==> src/rtl/sertx_pkg.sv <==
package sertx_pkg;

  typedef enum logic [1:0] {
    PAR_OFF  = 2'b00,
    PAR_ODD  = 2'b01,
    PAR_EVEN = 2'b10,
    PAR_OFF2 = 2'b11
  } par_sel_t;

  typedef enum logic [1:0] {
    MP_PLAIN = 2'b00,
    MP_ABIT  = 2'b01,
    MP_IDLE  = 2'b10,
    MP_RSVD  = 2'b11
  } mp_sel_t;

  typedef enum logic [2:0] {
    SQ_IDLE,
    SQ_GAP,
    SQ_START,
    SQ_DATA,
    SQ_ABIT,
    SQ_PAR,
    SQ_STOP
  } seq_state_t;

endpackage

==> src/rtl/sertx_baud.sv <==
module sertx_baud #(
  parameter int DIV_W = 16,
  parameter int OVS   = 8
) (
  input  logic             clk,
  input  logic             rst_n,
  input  logic             clr,
  input  logic [DIV_W-1:0] div,
  output logic             tick
);
  localparam int SUB_W = (OVS > 1) ? $clog2(OVS) : 1;
  localparam logic [SUB_W-1:0] SUB_LAST = SUB_W'(OVS - 1);

  logic [DIV_W-1:0] div_q, div_d;
  logic [SUB_W-1:0] sub_q, sub_d;
  logic             div_wrap;

  always_comb begin
    div_wrap = (div_q >= div);
    tick     = div_wrap && (sub_q == SUB_LAST);
    div_d    = div_q;
    sub_d    = sub_q;
    if (clr) begin
      div_d = '0;
      sub_d = '0;
    end else if (div_wrap) begin
      div_d = '0;
      sub_d = (sub_q == SUB_LAST) ? '0 : sub_q + 1'b1;
    end else begin
      div_d = div_q + 1'b1;
    end
  end

  always_ff @(posedge clk or negedge rst_n) begin
    if (!rst_n) begin
      div_q <= '0;
      sub_q <= '0;
    end else begin
      div_q <= div_d;
      sub_q <= sub_d;
    end
  end

endmodule

==> src/rtl/sertx_hold.sv <==
module sertx_hold #(
  parameter int DATA_W = 8
) (
  input  logic              clk,
  input  logic              rst_n,
  input  logic              wr_valid,
  input  logic [DATA_W-1:0] wr_data,
  input  logic              wr_addr,
  input  logic              take,
  output logic              full,
  output logic [DATA_W-1:0] data,
  output logic              addr
);
  logic              full_q, full_d;
  logic [DATA_W-1:0] data_q, data_d;
  logic              addr_q, addr_d;
  logic              accept;

  always_comb begin
    accept = wr_valid && !full_q;
    full_d = full_q;
    data_d = data_q;
    addr_d = addr_q;
    if (accept) begin
      full_d = 1'b1;
      data_d = wr_data;
      addr_d = wr_addr;
    end else if (take) begin
      full_d = 1'b0;
    end
  end

  always_ff @(posedge clk or negedge rst_n) begin
    if (!rst_n) begin
      full_q <= 1'b0;
      data_q <= '0;
      addr_q <= 1'b0;
    end else begin
      full_q <= full_d;
      if (accept) begin
        data_q <= data_d;
        addr_q <= addr_d;
      end
    end
  end

  assign full = full_q;
  assign data = data_q;
  assign addr = addr_q;

endmodule

==> src/rtl/sertx_seq.sv <==
module sertx_seq
  import sertx_pkg::*;
#(
  parameter int DATA_W   = 8,
  parameter int GAP_BITS = 11,
  parameter int LEN_W    = $clog2(DATA_W)
) (
  input  logic              clk,
  input  logic              rst_n,
  input  logic              load,
  input  logic [DATA_W-1:0] ld_data,
  input  logic              ld_addr,
  input  logic [LEN_W-1:0]  ld_len,
  input  logic [1:0]        ld_par,
  input  logic              ld_two,
  input  logic [1:0]        ld_mp,
  input  logic              tick,
  output logic              txd,
  output logic              busy
);
  localparam int CNT_MAX = (GAP_BITS > DATA_W) ? GAP_BITS : DATA_W;
  localparam int CNT_W   = $clog2(CNT_MAX) + 1;

  seq_state_t        st_q, st_d;
  logic [DATA_W-1:0] sh_q, sh_d;
  logic [CNT_W-1:0]  cnt_q, cnt_d;
  logic              txd_q, txd_d;
  logic              abit_q, abit_d;
  logic              pbit_q, pbit_d;
  logic [LEN_W-1:0]  len_q, len_d;
  par_sel_t          par_q, par_d;
  logic              two_q, two_d;
  mp_sel_t           mp_q, mp_d;

  logic [DATA_W-1:0] len_mask;
  logic              ld_xor;
  logic              par_on;

  always_comb begin
    for (int i = 0; i < DATA_W; i++) begin
      len_mask[i] = (i <= int'(ld_len));
    end
    ld_xor = ^(ld_data & len_mask) ^ ((mp_sel_t'(ld_mp) == MP_ABIT) && ld_addr);
    par_on = (par_q == PAR_ODD) || (par_q == PAR_EVEN);
  end

  always_comb begin
    st_d   = st_q;
    sh_d   = sh_q;
    cnt_d  = cnt_q;
    txd_d  = txd_q;
    abit_d = abit_q;
    pbit_d = pbit_q;
    len_d  = len_q;
    par_d  = par_q;
    two_d  = two_q;
    mp_d   = mp_q;
    unique case (st_q)
      SQ_IDLE: begin
        txd_d = 1'b1;
        if (load) begin
          sh_d   = ld_data;
          abit_d = ld_addr;
          len_d  = ld_len;
          par_d  = par_sel_t'(ld_par);
          two_d  = ld_two;
          mp_d   = mp_sel_t'(ld_mp);
          pbit_d = (par_sel_t'(ld_par) == PAR_ODD) ? ~ld_xor : ld_xor;
          if ((mp_sel_t'(ld_mp) == MP_IDLE) && ld_addr) begin
            st_d  = SQ_GAP;
            cnt_d = CNT_W'(GAP_BITS - 1);
          end else begin
            st_d  = SQ_START;
            txd_d = 1'b0;
          end
        end
      end
      SQ_GAP: begin
        if (tick) begin
          if (cnt_q == '0) begin
            st_d  = SQ_START;
            txd_d = 1'b0;
          end else begin
            cnt_d = cnt_q - 1'b1;
          end
        end
      end
      SQ_START: begin
        if (tick) begin
          st_d  = SQ_DATA;
          txd_d = sh_q[0];
          cnt_d = CNT_W'(len_q);
        end
      end
      SQ_DATA: begin
        if (tick) begin
          if (cnt_q != '0) begin
            sh_d  = sh_q >> 1;
            txd_d = sh_q[1];
            cnt_d = cnt_q - 1'b1;
          end else if (mp_q == MP_ABIT) begin
            st_d  = SQ_ABIT;
            txd_d = abit_q;
          end else if (par_on) begin
            st_d  = SQ_PAR;
            txd_d = pbit_q;
          end else begin
            st_d  = SQ_STOP;
            txd_d = 1'b1;
            cnt_d = CNT_W'(two_q);
          end
        end
      end
      SQ_ABIT: begin
        if (tick) begin
          if (par_on) begin
            st_d  = SQ_PAR;
            txd_d = pbit_q;
          end else begin
            st_d  = SQ_STOP;
            txd_d = 1'b1;
            cnt_d = CNT_W'(two_q);
          end
        end
      end
      SQ_PAR: begin
        if (tick) begin
          st_d  = SQ_STOP;
          txd_d = 1'b1;
          cnt_d = CNT_W'(two_q);
        end
      end
      SQ_STOP: begin
        if (tick) begin
          if (cnt_q == '0) begin
            st_d = SQ_IDLE;
          end else begin
            cnt_d = cnt_q - 1'b1;
          end
        end
      end
      default: st_d = SQ_IDLE;
    endcase
  end

  always_ff @(posedge clk or negedge rst_n) begin
    if (!rst_n) begin
      st_q   <= SQ_IDLE;
      sh_q   <= '0;
      cnt_q  <= '0;
      txd_q  <= 1'b1;
      abit_q <= 1'b0;
      pbit_q <= 1'b0;
      len_q  <= '0;
      par_q  <= PAR_OFF;
      two_q  <= 1'b0;
      mp_q   <= MP_PLAIN;
    end else begin
      st_q   <= st_d;
      sh_q   <= sh_d;
      cnt_q  <= cnt_d;
      txd_q  <= txd_d;
      abit_q <= abit_d;
      pbit_q <= pbit_d;
      len_q  <= len_d;
      par_q  <= par_d;
      two_q  <= two_d;
      mp_q   <= mp_d;
    end
  end

  assign txd  = txd_q;
  assign busy = (st_q != SQ_IDLE);

endmodule

==> src/rtl/sertx_core.sv <==
module sertx_core #(
  parameter int DATA_W   = 8,
  parameter int DIV_W    = 16,
  parameter int OVS      = 8,
  parameter int GAP_BITS = 11,
  parameter int LEN_W    = $clog2(DATA_W)
) (
  input  logic              clk,
  input  logic              rst_n,
  input  logic [DIV_W-1:0]  baud_div,
  input  logic [LEN_W-1:0]  char_len,
  input  logic [1:0]        par_mode,
  input  logic              two_stop,
  input  logic [1:0]        mp_mode,
  input  logic              tx_int_en,
  input  logic              wr_valid,
  input  logic [DATA_W-1:0] wr_data,
  input  logic              wr_addr,
  output logic              txd,
  output logic              tx_ready,
  output logic              tx_empty,
  output logic              tx_irq
);
  logic              hold_full;
  logic [DATA_W-1:0] hold_data;
  logic              hold_addr;
  logic              busy;
  logic              xfer;
  logic              tick;

  assign xfer = hold_full && !busy;

  sertx_hold #(.DATA_W(DATA_W)) u_hold (
    .clk      (clk),
    .rst_n    (rst_n),
    .wr_valid (wr_valid),
    .wr_data  (wr_data),
    .wr_addr  (wr_addr),
    .take     (xfer),
    .full     (hold_full),
    .data     (hold_data),
    .addr     (hold_addr)
  );

  sertx_baud #(.DIV_W(DIV_W), .OVS(OVS)) u_baud (
    .clk   (clk),
    .rst_n (rst_n),
    .clr   (xfer),
    .div   (baud_div),
    .tick  (tick)
  );

  sertx_seq #(.DATA_W(DATA_W), .GAP_BITS(GAP_BITS), .LEN_W(LEN_W)) u_seq (
    .clk     (clk),
    .rst_n   (rst_n),
    .load    (xfer),
    .ld_data (hold_data),
    .ld_addr (hold_addr),
    .ld_len  (char_len),
    .ld_par  (par_mode),
    .ld_two  (two_stop),
    .ld_mp   (mp_mode),
    .tick    (tick),
    .txd     (txd),
    .busy    (busy)
  );

  assign tx_ready = !hold_full;
  assign tx_empty = !hold_full && !busy;
  assign tx_irq   = tx_int_en && !hold_full;

endmodule

==> config.mk <==
export PLATFORM = sky130hd
export DESIGN_NAME = sertx_core
export DESIGN_NICKNAME = d
export VERILOG_FILES = /design/src/rtl/sertx_pkg.sv /design/src/rtl/sertx_baud.sv /design/src/rtl/sertx_hold.sv /design/src/rtl/sertx_seq.sv /design/src/rtl/sertx_core.sv
export SDC_FILE = /design/constraint.sdc
export NUM_CORES = 1
export LEC_CHECK = 0
export ABC_AREA = 0
export BUFFER_PORTS_ARGS = -buffer_cell sky130_fd_sc_hd__buf_2
export CORE_MARGIN = 1
export CORE_UTILIZATION = 53
export DETAILED_ROUTE_END_ITERATION = 8
export GPL_TIMING_DRIVEN = 0
export PLACE_DENSITY = 0.76
export SYNTH_ARGS = -nofsm -noshare
export SYNTH_HDL_FRONTEND = slang
export SYNTH_HIERARCHICAL = 1
export SYNTH_SLANG_ARGS = --single-unit
==> constraint.sdc <==
create_clock -name clk -period 2.6 [get_ports clk]
set_input_delay 0.26 -clock clk [delete_from_list [all_inputs] [get_ports clk]]
set_output_delay 0.26 -clock clk [all_outputs]
set_load 0.03 [all_outputs]
; Word level (Yosys, flattened, before mapping)
; Cells that the tools add are included.
[totals]
latch_bits = 0
elab_cells = 133
inputBits = 37
ram_bits = 0
mem_count = 0
output_inout_bits = 4
romBits = 0
register_bits = 56
[op_classes]
n_addsub = 3
n_bitwise = 3
muxes = 50
n_mul = 0
div = 0
order_cmp = 8
n_reduce_logical = 26
eq_ne = 28
shift = 0
[op_table]
columns = operator, n
row1 = 5-bit two-way mux, 11
row2 = 3-bit two-way mux, 14
row3 = 16-bit two-way mux, 2
row4 = 5-bit case mux with 6 select lines, 1
row5 = 8-bit two-way mux, 3
row6 = 3-bit case mux with 7 select lines, 1
row7 = 10-bit AND reduction, 2
row8 = "2-bit inequality test, second input constant", 9
row9 = "16-bit by 1-bit adder with 16-bit output, second input constant", 1
row10 = 16-bit greater-or-equal comparator, 1
row11 = 8-bit case mux with 2 select lines, 1
row12 = 1-bit two-way mux, 14
row13 = "3-bit == test, second input constant", 4
row14 = "3-bit less-or-equal comparator, first input constant", 4
row15 = 6-bit nonzero test, 2
row16 = "2-bit by 1-bit inequality test with 1-bit output, second input constant", 5
row17 = 8-bit AND, 1
row18 = "2-bit by 1-bit == test with 1-bit output, second input constant", 4
row19 = 8-bit parity, 1
row20 = 1-bit logical AND, 7
row21 = 7-bit AND reduction, 1
row22 = "3-bit by 2-bit == test with 1-bit output, second input constant", 2
row23 = "2-bit by 3-bit less-or-equal comparator with 1-bit output, first input constant", 2
row24 = 1-bit case mux with 6 select lines, 1
row25 = 19 further kinds, 24

; Longest topological paths before layout
; Gate-level depths: netlist of run 1.
[depth]
word_depth = 7
ltp_mapped = 13
depth_no_buf = 12

; Hierarchy
; Netlist of run 1, hierarchy kept.
[modules_own_cells]
columns = mod, seq_area_each_um2, instances, area_per_inst_um2, cells_each
row1 = sertx_seq, 676.9, 1, 1896.8, 219
row2 = sertx_baud, 475.5, 1, 1372.6, 147
row3 = sertx_hold, 250.2, 1, 414.1, 23
row4 = sertx_core, 0.0, 1, 21.3, 4

; Worst setup path before layout of run 1
; OpenSTA, ideal clock, no wires.
[synth_path]
path_type = reg-to-reg
startpoint = register u_baud.div_q[14]
endpoint = register u_seq.cnt_q[0]
path_slack_ps = -183
setup_ps = 125
stages_incl_launch_ff = 10
arrival_time_ps = 2658
required_ps = 2475
synth_period_minus_slack_ps = 2783
n_path_buf = 1
cell_sequence = dfrtp_1 ha_1 a21oi_1 nand2_1 a221oi_2 and2_4 and2b_2 clkbuf_1 o2111ai_1 mux2_2
[synth_via]
elab_chain_cells = 4
word_cells_on_any_way = 8
cone_classes = 1 x order compare / 5 x eq/ne / 2 x reduce/logical
[synth_lines]
columns = item, line
row1 = from (decl), sertx_baud.sv:14  ; logic [DIV_W-1:0] div_q, div_d;
row2 = from (signal assigned), sertx_baud.sv:39  ; div_q <= div_d;
row3 = 16-bit greater-or-equal comparator *, sertx_baud.sv:19  ; div_wrap = (div_q >= div);
row4 = 1-bit logical AND *, sertx_baud.sv:20  ; tick = div_wrap && (sub_q == SUB_LAST);
row5 = via tick, sertx_core.sv:29  ; logic tick;
row6 = 2-bit by 1-bit inequality test with 1-bit output (no line) / 2-bit inequality test (equally long branches), n/a
row7 = 10-bit AND reduction (no line) *, n/a
row8 = to (signal assigned), sertx_seq.sv:161  ; cnt_q <= cnt_d;
row9 = to (decl), sertx_seq.sv:26  ; logic [CNT_W-1:0] cnt_q, cnt_d;
; The timed path passes the listed nets; every way through them passes the cells marked *.
; A chain may end at the register's enable or synchronous reset.

; Worst setup path in the final report of run 1
[layout_path]
startpoint = register u_baud.div_q[13]
endpoint = register u_seq.cnt_q[3]
; Same word-level chain as after synthesis.

==> out/metrics.cfg, run 1 <==
[synthesis]
async_reset_ff_frac=1.00
synthSimpleGateAreaFrac=0.190
syn_nets=450
ys.flop_type=dfrtp_1
synthAdderAreaFrac=0.0675
ys.warnings.count=6
ys_seq_area_frac=0.379
synth.distinct_cells=66
synth_cells=393
synth_edf_count=0
synth-seq-cells=56
synth-xor-area-share=0.0473
synth_top_family_by_area=simple AND/OR/NAND/NOR gates
synthMuxAreaShare=0.0983
syn_avg_cell_area_sq_um=9.43
synth_compound_area_frac=0.166
synth_area_sq_um=3700

[grt]
track_usage=0.244
grt_overflow=0
met3_usage=0.0337
grt_pass1_wl_microns=14100
use_met2=0.428
antenna_found_initial=0
grt_pass1_vias=3083
met1_usage=0.311
globalRoute.busiestLayer=met2
grt_max_degree=57

[drt]
drc=0
num_vias=3110
dr.pass1.iters=6
detail-route-antenna-nets=0
viasPerCell=5.78
routed_wirelength_microns=8330
post_drt_wl_per_cell_microns=15.5
drtIter0Drc=252

[final_layout]
area_delta_synth_final_pct=19.0
layout-drive-gt1-share=0.286
antennaDiodeCount=0
fin_util=0.652
fin_nets=514
design_area_sq_um=4410

[outcome]
violations=negative setup slack
outcome=finished with violations

[timing]
hold_ws_ps=165
max_freq_mhz=382
rsz0062_at_grt=yes
hold_viol=0
finalSetupViolCount=3
fin_tns_setup_ps=-34.3
period_share=1.01
layout_setup_ws_ps=-16.8
drv_slew=0
max_slew.worst_pin.slew_ps=643
finalCriticalPeriod_ps=2620
maxSlewHeadroom=0.569
skew_ps=12.3

[worst_hold_path]
hold_end=u_hold/data[3]
worstHoldPathCells=2
hp-class=in -> reg
worstHoldStart=wr_data[3]

[power_and_ir_drop]
powerDensity_nw_per_um2=964
p_leak_nw=2.02
vdd.ir_drop.worst_mv=0.629
p_total_mw=4.25

[placed_design]
dpl_cell_area_sq_um=4050
numPortBuffers=39
gp_congestion=0.927
dp_hpwl_microns=5850

[critical_path]
cp_num_buf_inv=0
r2r_slack_ps=-20
worstPathArrival_ps=2800
reg2reg_to=u_seq/cnt_q[3]
worst_path_max_delay_cell=dfrtp_1
r2r-start=u_baud/div_q[13]
path_delay_family=simple AND/OR/NAND/NOR gates
critPathRequiredTime_ps=2780
crit_chain=ha_4 -> nand4_4 -> nor4_4 -> a22oi_2 -> and2_4 -> and2b_4 -> nand2_2 -> nand2_2 -> o2111ai_4 -> o31ai_2 -> o21ai_1
worst-setup-path-type=reg -> reg
crit_fanout=7
critPathLaunchType=flip-flop
reg2reg_depth=11
crit_path_max_incr_delay_ps=430
critical_path.endpoint_type=flip-flop
cpMostUsedCell=nand2_2

[clock_tree]
cts_inserted_buffers=5
clock_latency_ps=310
numClockSinks=56
clk_pin_slew_ps=100
cts_root_buffer=clkbuf_8
h-tree-depth=2
cts_tree=yes
clk_path_buf_depth=2

[floorplanning]
ios=41
initial_core_util=0.548
dieHeight_microns=85.6
die_w_microns=85.6
core_area_sq_um=6760
rows=30
dieArea_sq_um=7330

[run]
drv_cap=0

## synthesized netlist by cell type, types with 2 or more instances
cell | count | area share
nand3b_1 | 3 | 0.0061
inv_1 | 27 | 0.027
a21oi_1 | 25 | 0.034
o31ai_1 | 2 | 0.0041
mux2_4 | 10 | 0.041
a221oi_1 | 2 | 0.0047
a22oi_1 | 2 | 0.0041
nand4_1 | 3 | 0.0051
nand2b_1 | 10 | 0.017
a21o_1 | 2 | 0.0041
nor2b_1 | 7 | 0.012
a211oi_1 | 2 | 0.0041
nor2_1 | 39 | 0.040
o21ai_1 | 8 | 0.011
mux2_2 | 11 | 0.033
buf_6 | 3 | 0.0091
o22ai_1 | 3 | 0.0051
xnor2_1 | 13 | 0.031
and3_1 | 3 | 0.0051
nand2_1 | 27 | 0.027
a31oi_1 | 3 | 0.0051
and2b_1 | 2 | 0.0041
o211ai_1 | 4 | 0.0081
ha_1 | 20 | 0.068
clkbuf_1 | 7 | 0.0071
nor3_1 | 8 | 0.011
nand3_1 | 11 | 0.015
dfrtp_1 | 55 | 0.37
a41oi_1 | 2 | 0.0047
buf_2 | 4 | 0.0054
o22a_1 | 2 | 0.0047
xor2_1 | 7 | 0.017
mux2i_1 | 9 | 0.024
nor4_4 | 2 | 0.011
o21ai_0 | 23 | 0.031
nand4b_1 | 2 | 0.0047
## repair_timing
action,4_1_cts,5_1_grt
buffers inserted,14,3
setup endpoints to repair,17,17
hold buffers,0,1
pin swaps,14,7
resized for setup,16,10
endpoints found under the hold margin,0,14
## logic make-up after synthesis
kind of cell	count (synthesis)
compound gates	95
xor+xnor	20
fa+ha+maj	20
buf+inv	43
flops	56
mux	30
simple gates	129
## area by class of cell
class / instances / area (sq um)
clock buffers: 7 / 86.3
plain buffers: 14 / 83.8
well taps: 80 / 100
multi-input cells: 294 / 2270
inverters: 28 / 105
clock inverters: 1 / 7.51
repair buffers: 58 / 357
flip-flops and latches: 56 / 1400
fillers: 556 / 2350
## layer usage
layer | share of wire | up-vias
met5 | 0 | -
met3 | 0.038 | 15
li1 | - | 1515
met2 | 0.50 | 83
met4 | 0.020 | 0
met1 | 0.44 | 1497
## per-stage QoR
step / setup slack (ps) / instances
6_report: -16.8 / 538
4_1_cts: -4.36 / 533
3_5_place_dp: -369 / 512
2_1_floorplan: 1.03 / 393
3_3_place_gp: -292 / 512
5_1_grt: -167 / 538
## registers in the layout, summed over array words and instances (netlist names)
name and flops:
u_hold/full 1, u_seq/txd 1, u_seq/two_q 1, u_hold/addr 1, u_baud/div_q 16, u_seq/sh_q 8, u_seq/cnt_q 5, u_hold/data 8
u_seq/st_q 3, u_seq/mp_q 2, u_seq/pbit_q 1, u_seq/len_q 3, u_baud/sub_q 3, u_seq/par_q 2, u_seq/abit_q 1
## power breakdown
part | switching (mW) | internal (mW) | total, mW
Sequential | 0.315 | 1.18 | 1.50
Combinational | 1.24 | 1.02 | 2.26
Clock | 0.277 | 0.217 | 0.494
Total | 1.83 | 2.42 | 4.25
## worst max-delay path by stage
stage | start | end | slack [ps] | cells after the start
floorplan | u_baud/div_q[11] | u_seq/st_q[1] | 1 | 12
global placement | u_baud/div_q[9] | u_seq/cnt_q[3] | -290 | 12
detailed placement | u_baud/div_q[9] | u_seq/cnt_q[3] | -370 | 12
CTS | u_baud/div_q[14] | u_seq/cnt_q[3] | -4 | 11
global route | u_baud/div_q[7] | u_seq/st_q[1] | -170 | 11
finish | u_baud/div_q[13] | u_seq/cnt_q[3] | -20 | 11
## cell usage in the layout (no fill, tap or decap), types with 3 or more instances in the layout
master	Yosys	layout
o211ai_1	4	4
o21ai_1	8	12
a21oi_1	25	23
xnor2_1	13	13
nand3b_1	3	3
nand2_1	27	25
buf_6	3	4
clkbuf_8	0	6
dfrtp_1	55	55
nor2_1	39	38
inv_1	27	27
ha_4	0	6
nor2b_1	7	7
nand3_1	11	11
nor3_1	8	8
mux2i_1	9	9
clkbuf_1	7	7
nand2_2	1	3
nand2b_1	10	10
mux2_4	10	10
mux2_2	11	11
buf_4	1	17
o21ai_2	0	3
a31oi_1	3	3
buf_2	4	43
xor2_1	7	7
nand4_1	3	3
o22ai_1	3	3
and3_1	3	3
ha_1	20	14
o21ai_0	23	16
No activity file was read; power rests on OpenSTA's default activity.
==> run 2, diff against run 1 <==
- CORE_UTILIZATION: 53 -> 48
- CTS_CLUSTER_SIZE: default -> 16
- GPL_ROUTABILITY_DRIVEN: default -> 0
- PLACE_DENSITY: 0.76 -> 0.7
==> run 2 against run 1 <==
- the run ends with negative hold slack left
- critical path depth is the same
- clock skew down 6.8 ps
- sequential share of layout area decreased by 0.22 points
- count of clock-buffer cells in the layout shrank 2
- die area increased by 10%
- sequential cell count stayed put
- cell count rose by 2.0%
- register-to-register slack improved by 40 ps
- non-clock buffer count is 8 lower
==> out/metrics.cfg, run 2 (synthesis results as in run 1) <==
[outcome]
outcome=finished with violations
violations=negative hold slack

[floorplanning]
dieArea_sq_um=8070
dieHeight_microns=89.9
die_w_microns=89.9
core_area_sq_um=7370
rows=31
ios=41
initial_core_util=0.503

[drt]
post_drt_wl_per_cell_microns=14.9
num_vias=3096
drtIter0Drc=206
detail-route-antenna-nets=0
viasPerCell=5.64
routed_wirelength_microns=8160
drc=0
dr.pass1.iters=4

[power_and_ir_drop]
switchingPower_mw=1.85
powerDensity_nw_per_um2=997
combPwrFrac=0.505
p_total_mw=4.43
switching_share=0.418
seqPwrFrac=0.338
vdd.ir_drop.worst_mv=0.514
p_leak_nw=2.01
p_int_mw=2.58
p_clk_frac=0.156

[timing]
hold_ws_ps=-20.8
finalSetupViolCount=0
max_slew.worst_pin.slew_ps=724
max_freq_mhz=388
fin_tns_setup_ps=0
rsz0062_at_grt=yes
finalCriticalPeriod_ps=2580
layout_setup_ws_ps=20.8
skew_ps=5.50
period_share=0.992
maxSlewHeadroom=0.517
hold_viol=16
drv_slew=0

[clock_tree]
clk_pin_slew_ps=110
cts_tree=yes
cts_root_buffer=clkbuf_8
cts_inserted_buffers=5
h-tree-depth=2
clock_latency_ps=310
clk_path_buf_depth=2
numClockSinks=56
holdBufCountCts=0

[critical_path]
crit_chain=ha_4 -> nand4_4 -> nor4_4 -> a22oi_2 -> and2_4 -> and2b_4 -> nand2_2 -> nand2_2 -> o2111ai_4 -> o31ai_1 -> o21ai_1
cpMostUsedCell=nand2_2
crit_fanout=8
critical_path.endpoint_type=flip-flop
path_delay_family=simple AND/OR/NAND/NOR gates
worst_path_max_delay_cell=dfrtp_1
worstPathArrival_ps=2780
worst-setup-path-type=reg -> reg
cp_num_buf_inv=0
critPathLaunchType=flip-flop
crit_path_max_incr_delay_ps=430
critPathRequiredTime_ps=2800

[final_layout]
area_delta_synth_final_pct=20.0
regMostFlops=u_baud/div_q
antennaDiodeCount=0
fillers=639
fin_nets=506
final_common_cell=dfrtp_1
layout_common_cells=dfrtp_1 (53), buf_2 (40), nor2_1 (36)
layout.cells.non_filler=549
layout-drive-gt1-share=0.293
largest_reg_flops=16

[grt]
grt_overflow=0
grt_pass1_vias=3033
antenna_found_initial=0
grt_pass1_wl_microns=14100
grt_max_degree=57
track_usage=0.211

[worst_hold_path]
hp-class=in -> async

[run]
drv_cap=0

[placed_design]
pre_cts_slack_ps=-340
numPortBuffers=39
dp_hpwl_microns=5770
dp_cells=531

-- run 2: cell types whose count changed in the layout (fill, tap and decap cells not counted), moves of 2 or more --
cell,before,now
buf_4,17,13
buf_2,43,40
o21ai_1,12,9
bufinv_16,0,2
dfrtp_1,55,53
dfrtp_2,0,2
nor2_1,38,36
o21ai_2,3,5
-- run 2: final timing paths --
kind / cells after the start / start / slack, ps / to
worst max-delay path: 11 / u_baud/div_q[13] / 20 / u_seq/cnt_q[3]
worst max register to register: 11 / u_baud/div_q[13] / 20 / u_seq/cnt_q[3]
worst min-delay path: 1 / rst_n / -20 / u_seq/cnt_q[3]
min in group clk: 2 / wr_data[6] / 170 / u_hold/data[6]
max in group asynchronous: 1 / rst_n / 2080 / u_baud/div_q[9]
worst min register to register: 2 / u_seq/sh_q[7] / 480 / u_seq/sh_q[7]
-- run 2: stage by stage --
step / hold WS (ps) / util / instance area (sq um)
floorplan: -35.6 / - / 3750
global placement: 455 / 0.553 / 4070
detailed placement: 464 / 0.553 / 4070
CTS: 161 / 0.589 / 4340
global route: 56.4 / 0.603 / 4450
finish: -20.8 / 0.603 / 4450
-- run 2: what timing repair did --
action                     in CTS  in global routing
setup endpoints to repair      17                 26
pin swaps                       6                  6
setup buffers                  11                  0
resized for setup              11                 27
-- run 2: cell type report --
| cell class | instances | area [sq um] | share of cell area |
|---|---|---|---|
| plain buffers | 14 | 92.6 | 0.0208 |
| clock buffers | 5 | 68.8 | 0.0155 |
| clock inverters | 3 | 68.8 | 0.0155 |
| inverters | 28 | 105 | 0.0236 |
| multi-input cells | 294 | 2300 | 0.518 |
| flip-flops and latches | 56 | 1410 | 0.316 |
| well taps | 99 | 124 | 0.0279 |
| repair buffers | 50 | 280 | 0.0630 |
-- run 2: metal layers --
metal	up-vias	wire length [microns]	track usage	part of all wire
li1	1501	-	-	-
met1	1514	3880	0.290	0.48
met2	75	3890	0.351	0.48
met3	6	318	0.0228	0.039
met4	0	74	0.0632	0.0091
met5	-	0	0	0
-- run 2: worst reg2reg max path, delay by kind of cell (launching register included) --
family / cells / cell delay [ps]
adder cells (fa/ha/maj): 1 / 300
AO/OA/AOI/OAI: 4 / 650
flip-flops: 1 / 430
AND/OR/NAND/NOR: 6 / 1080
-- run 2: power groups by stage --
| stage | clock network (mW) | registers (mW) | logic [mW] |
|---|---|---|---|
| 5_1_grt | 0.747 | 1.56 | 2.49 |
| 3_5_place_dp | 0 | 1.51 | 2.12 |
| 4_1_cts | 0.712 | 1.50 | 2.15 |
| 2_1_floorplan | 0 | 1.43 | 1.70 |
| 6_report | 0.694 | 1.50 | 2.24 |
| 3_3_place_gp | 0 | 1.50 | 2.05 |
==> run 3, diff against run 2 <==
- BUFFER_PORTS_ARGS: -buffer_cell sky130_fd_sc_hd__buf_2 -> default
- DONT_BUFFER_PORTS: default -> 1
- PLACE_DENSITY: 0.7 -> 0.65
==> run 3 against run 2 <==
- the run ends with negative setup slack left
- register-to-register slack got worse by 80 ps
- first-iteration DRC count decreased by 9.7%
- non-clock buffer count down 27
- cell count decreased by 4.9%
- critical endpoint unchanged
- largest power group unchanged
- highest routed layer unchanged
==> out/metrics.cfg, run 3 (synthesis results as in run 1) <==
[outcome]
outcome=finished with violations
violations=negative setup slack

[floorplanning]
core_area_sq_um=7370
dieArea_sq_um=8070
initial_core_util=0.503
rows=31
dieHeight_microns=89.9
die_w_microns=89.9
ios=41

[clock_tree]
cts_tree=yes
numClockSinks=56
clk_path_buf_depth=2
h-tree-depth=2
clk_pin_slew_ps=100
clock_latency_ps=320
cts_inserted_buffers=5
cts_root_buffer=clkbuf_8

[timing]
hold_ws_ps=79.1
layout_setup_ws_ps=-58.3
maxSlewHeadroom=0.565
skew_ps=9.05
drv_slew=0
hold_viol=0
finalCriticalPeriod_ps=2660
max_slew.worst_pin.slew_ps=650
finalSetupViolCount=6
period_share=1.02
max_freq_mhz=376
fin_tns_setup_ps=-164
rsz0062_at_grt=yes

[final_layout]
fin_nets=479
largest_reg_flops=16
layout_common_cells=dfrtp_1 (53), nor2_1 (38), inv_1 (27)
seqCellArea_sq_um=1410
multi_input_area_sq_um=2270
layout-drive-gt1-share=0.225
final_common_cell=dfrtp_1
regMostFlops=u_baud/div_q
fin_util=0.581
antennaDiodeCount=0
area_delta_synth_final_pct=15.7
layout.cells.non_filler=522
design_area_sq_um=4290
fillers=648

[power_and_ir_drop]
vdd.ir_drop.worst_mv=0.479
powerDensity_nw_per_um2=974
p_total_mw=4.17
p_leak_nw=1.89

[critical_path]
r2r_slack_ps=-60
r2r-start=u_baud/div_q[11]
startpoint=u_baud/div_q[11]
reg2reg_depth=11
critPathRequiredTime_ps=2800
worst_path_max_delay_cell=dfrtp_1
crit_fanout=7
cpMostUsedCell=nand2_2
crit_path_max_incr_delay_ps=430
endpoint=u_seq/cnt_q[3]
crit_chain=ha_4 -> nand4_1 -> nor4_4 -> a22oi_2 -> and2_4 -> and2b_4 -> nand2_2 -> nand2_2 -> o2111ai_4 -> o31ai_1 -> o21ai_1
worst-setup-path-type=reg -> reg
worstPathArrival_ps=2860
reg2reg_to=u_seq/cnt_q[3]
critical_path.endpoint_type=flip-flop
critPathLaunchType=flip-flop

[drt]
dr.pass1.iters=4
num_vias=2944
drc=0
post_drt_wl_per_cell_microns=15.3
detail-route-antenna-nets=0
viasPerCell=5.64
drtIter0Drc=186
routed_wirelength_microns=7980

[placed_design]
pre_cts_slack_ps=-322
dp_cells=492
numPortBuffers=0
dpl_cell_area_sq_um=3880
dp_hpwl_microns=5520

[worst_hold_path]
hp-class=in -> reg

[grt]
grt_max_degree=57
grt_pass1_vias=2930
grt_overflow=0
track_usage=0.210
grt_pass1_wl_microns=13800
antenna_found_initial=0

[run]
drv_cap=0

[run 3: repair_timing]
action                                  4_1_cts  5_1_grt
setup buffers                                12        8
endpoints found under the setup margin       17       26
gates resized for setup                      11       25
gates cloned                                  0        1
hold buffers                                  2        0
pin swaps                                     6       12
endpoints found under the hold margin        56        0
[run 3: power breakdown]
| part | internal, mW | switching [mW] | leakage [nW] |
|---|---|---|---|
| sequential | 1.19 | 0.339 | 0.706 |
| combinational | 0.990 | 1.17 | 1.14 |
| clock | 0.193 | 0.298 | 0.0456 |
| total | 2.37 | 1.81 | 1.89 |
[run 3: how the worst min path moves through the flow]
stage                from              end  cells past startpoint
2_1_floorplan       rst_n  u_baud/div_q[0]                      0
3_3_place_gp        rst_n  u_baud/div_q[6]                      0
3_5_place_dp        rst_n  u_baud/div_q[6]                      0
4_1_cts        wr_data[0]   u_hold/data[0]                      1
5_1_grt        wr_data[3]   u_hold/data[3]                      1
6_report       wr_data[0]   u_hold/data[0]                      1
[run 3: layout make-up]
cell class,instances,share of cell area
buffer,14,0.0216
clock buffer,6,0.0169
clock inverter,2,0.00321
inverter,28,0.0245
multi-input combinational,294,0.530
sequential,56,0.328
tap,99,0.0289
timing repair buffer,23,0.0473
[run 3: critical path, delay by kind of cell (launching register included)]
kind / cells / cell delay (ps)
flip-flops: 1 / 430
AND/OR/NAND/NOR: 6 / 1160
AO/OA/AOI/OAI: 4 / 670
adder cells (fa/ha/maj): 1 / 280
[run 3: metal layers]
metal	vias up	share of wire	GRT usage
met3	12	0.048	0.0457
met5	-	0	0
met4	0	0.016	0.0591
met1	1410	0.47	0.276
li1	1447	-	-
met2	75	0.46	0.350
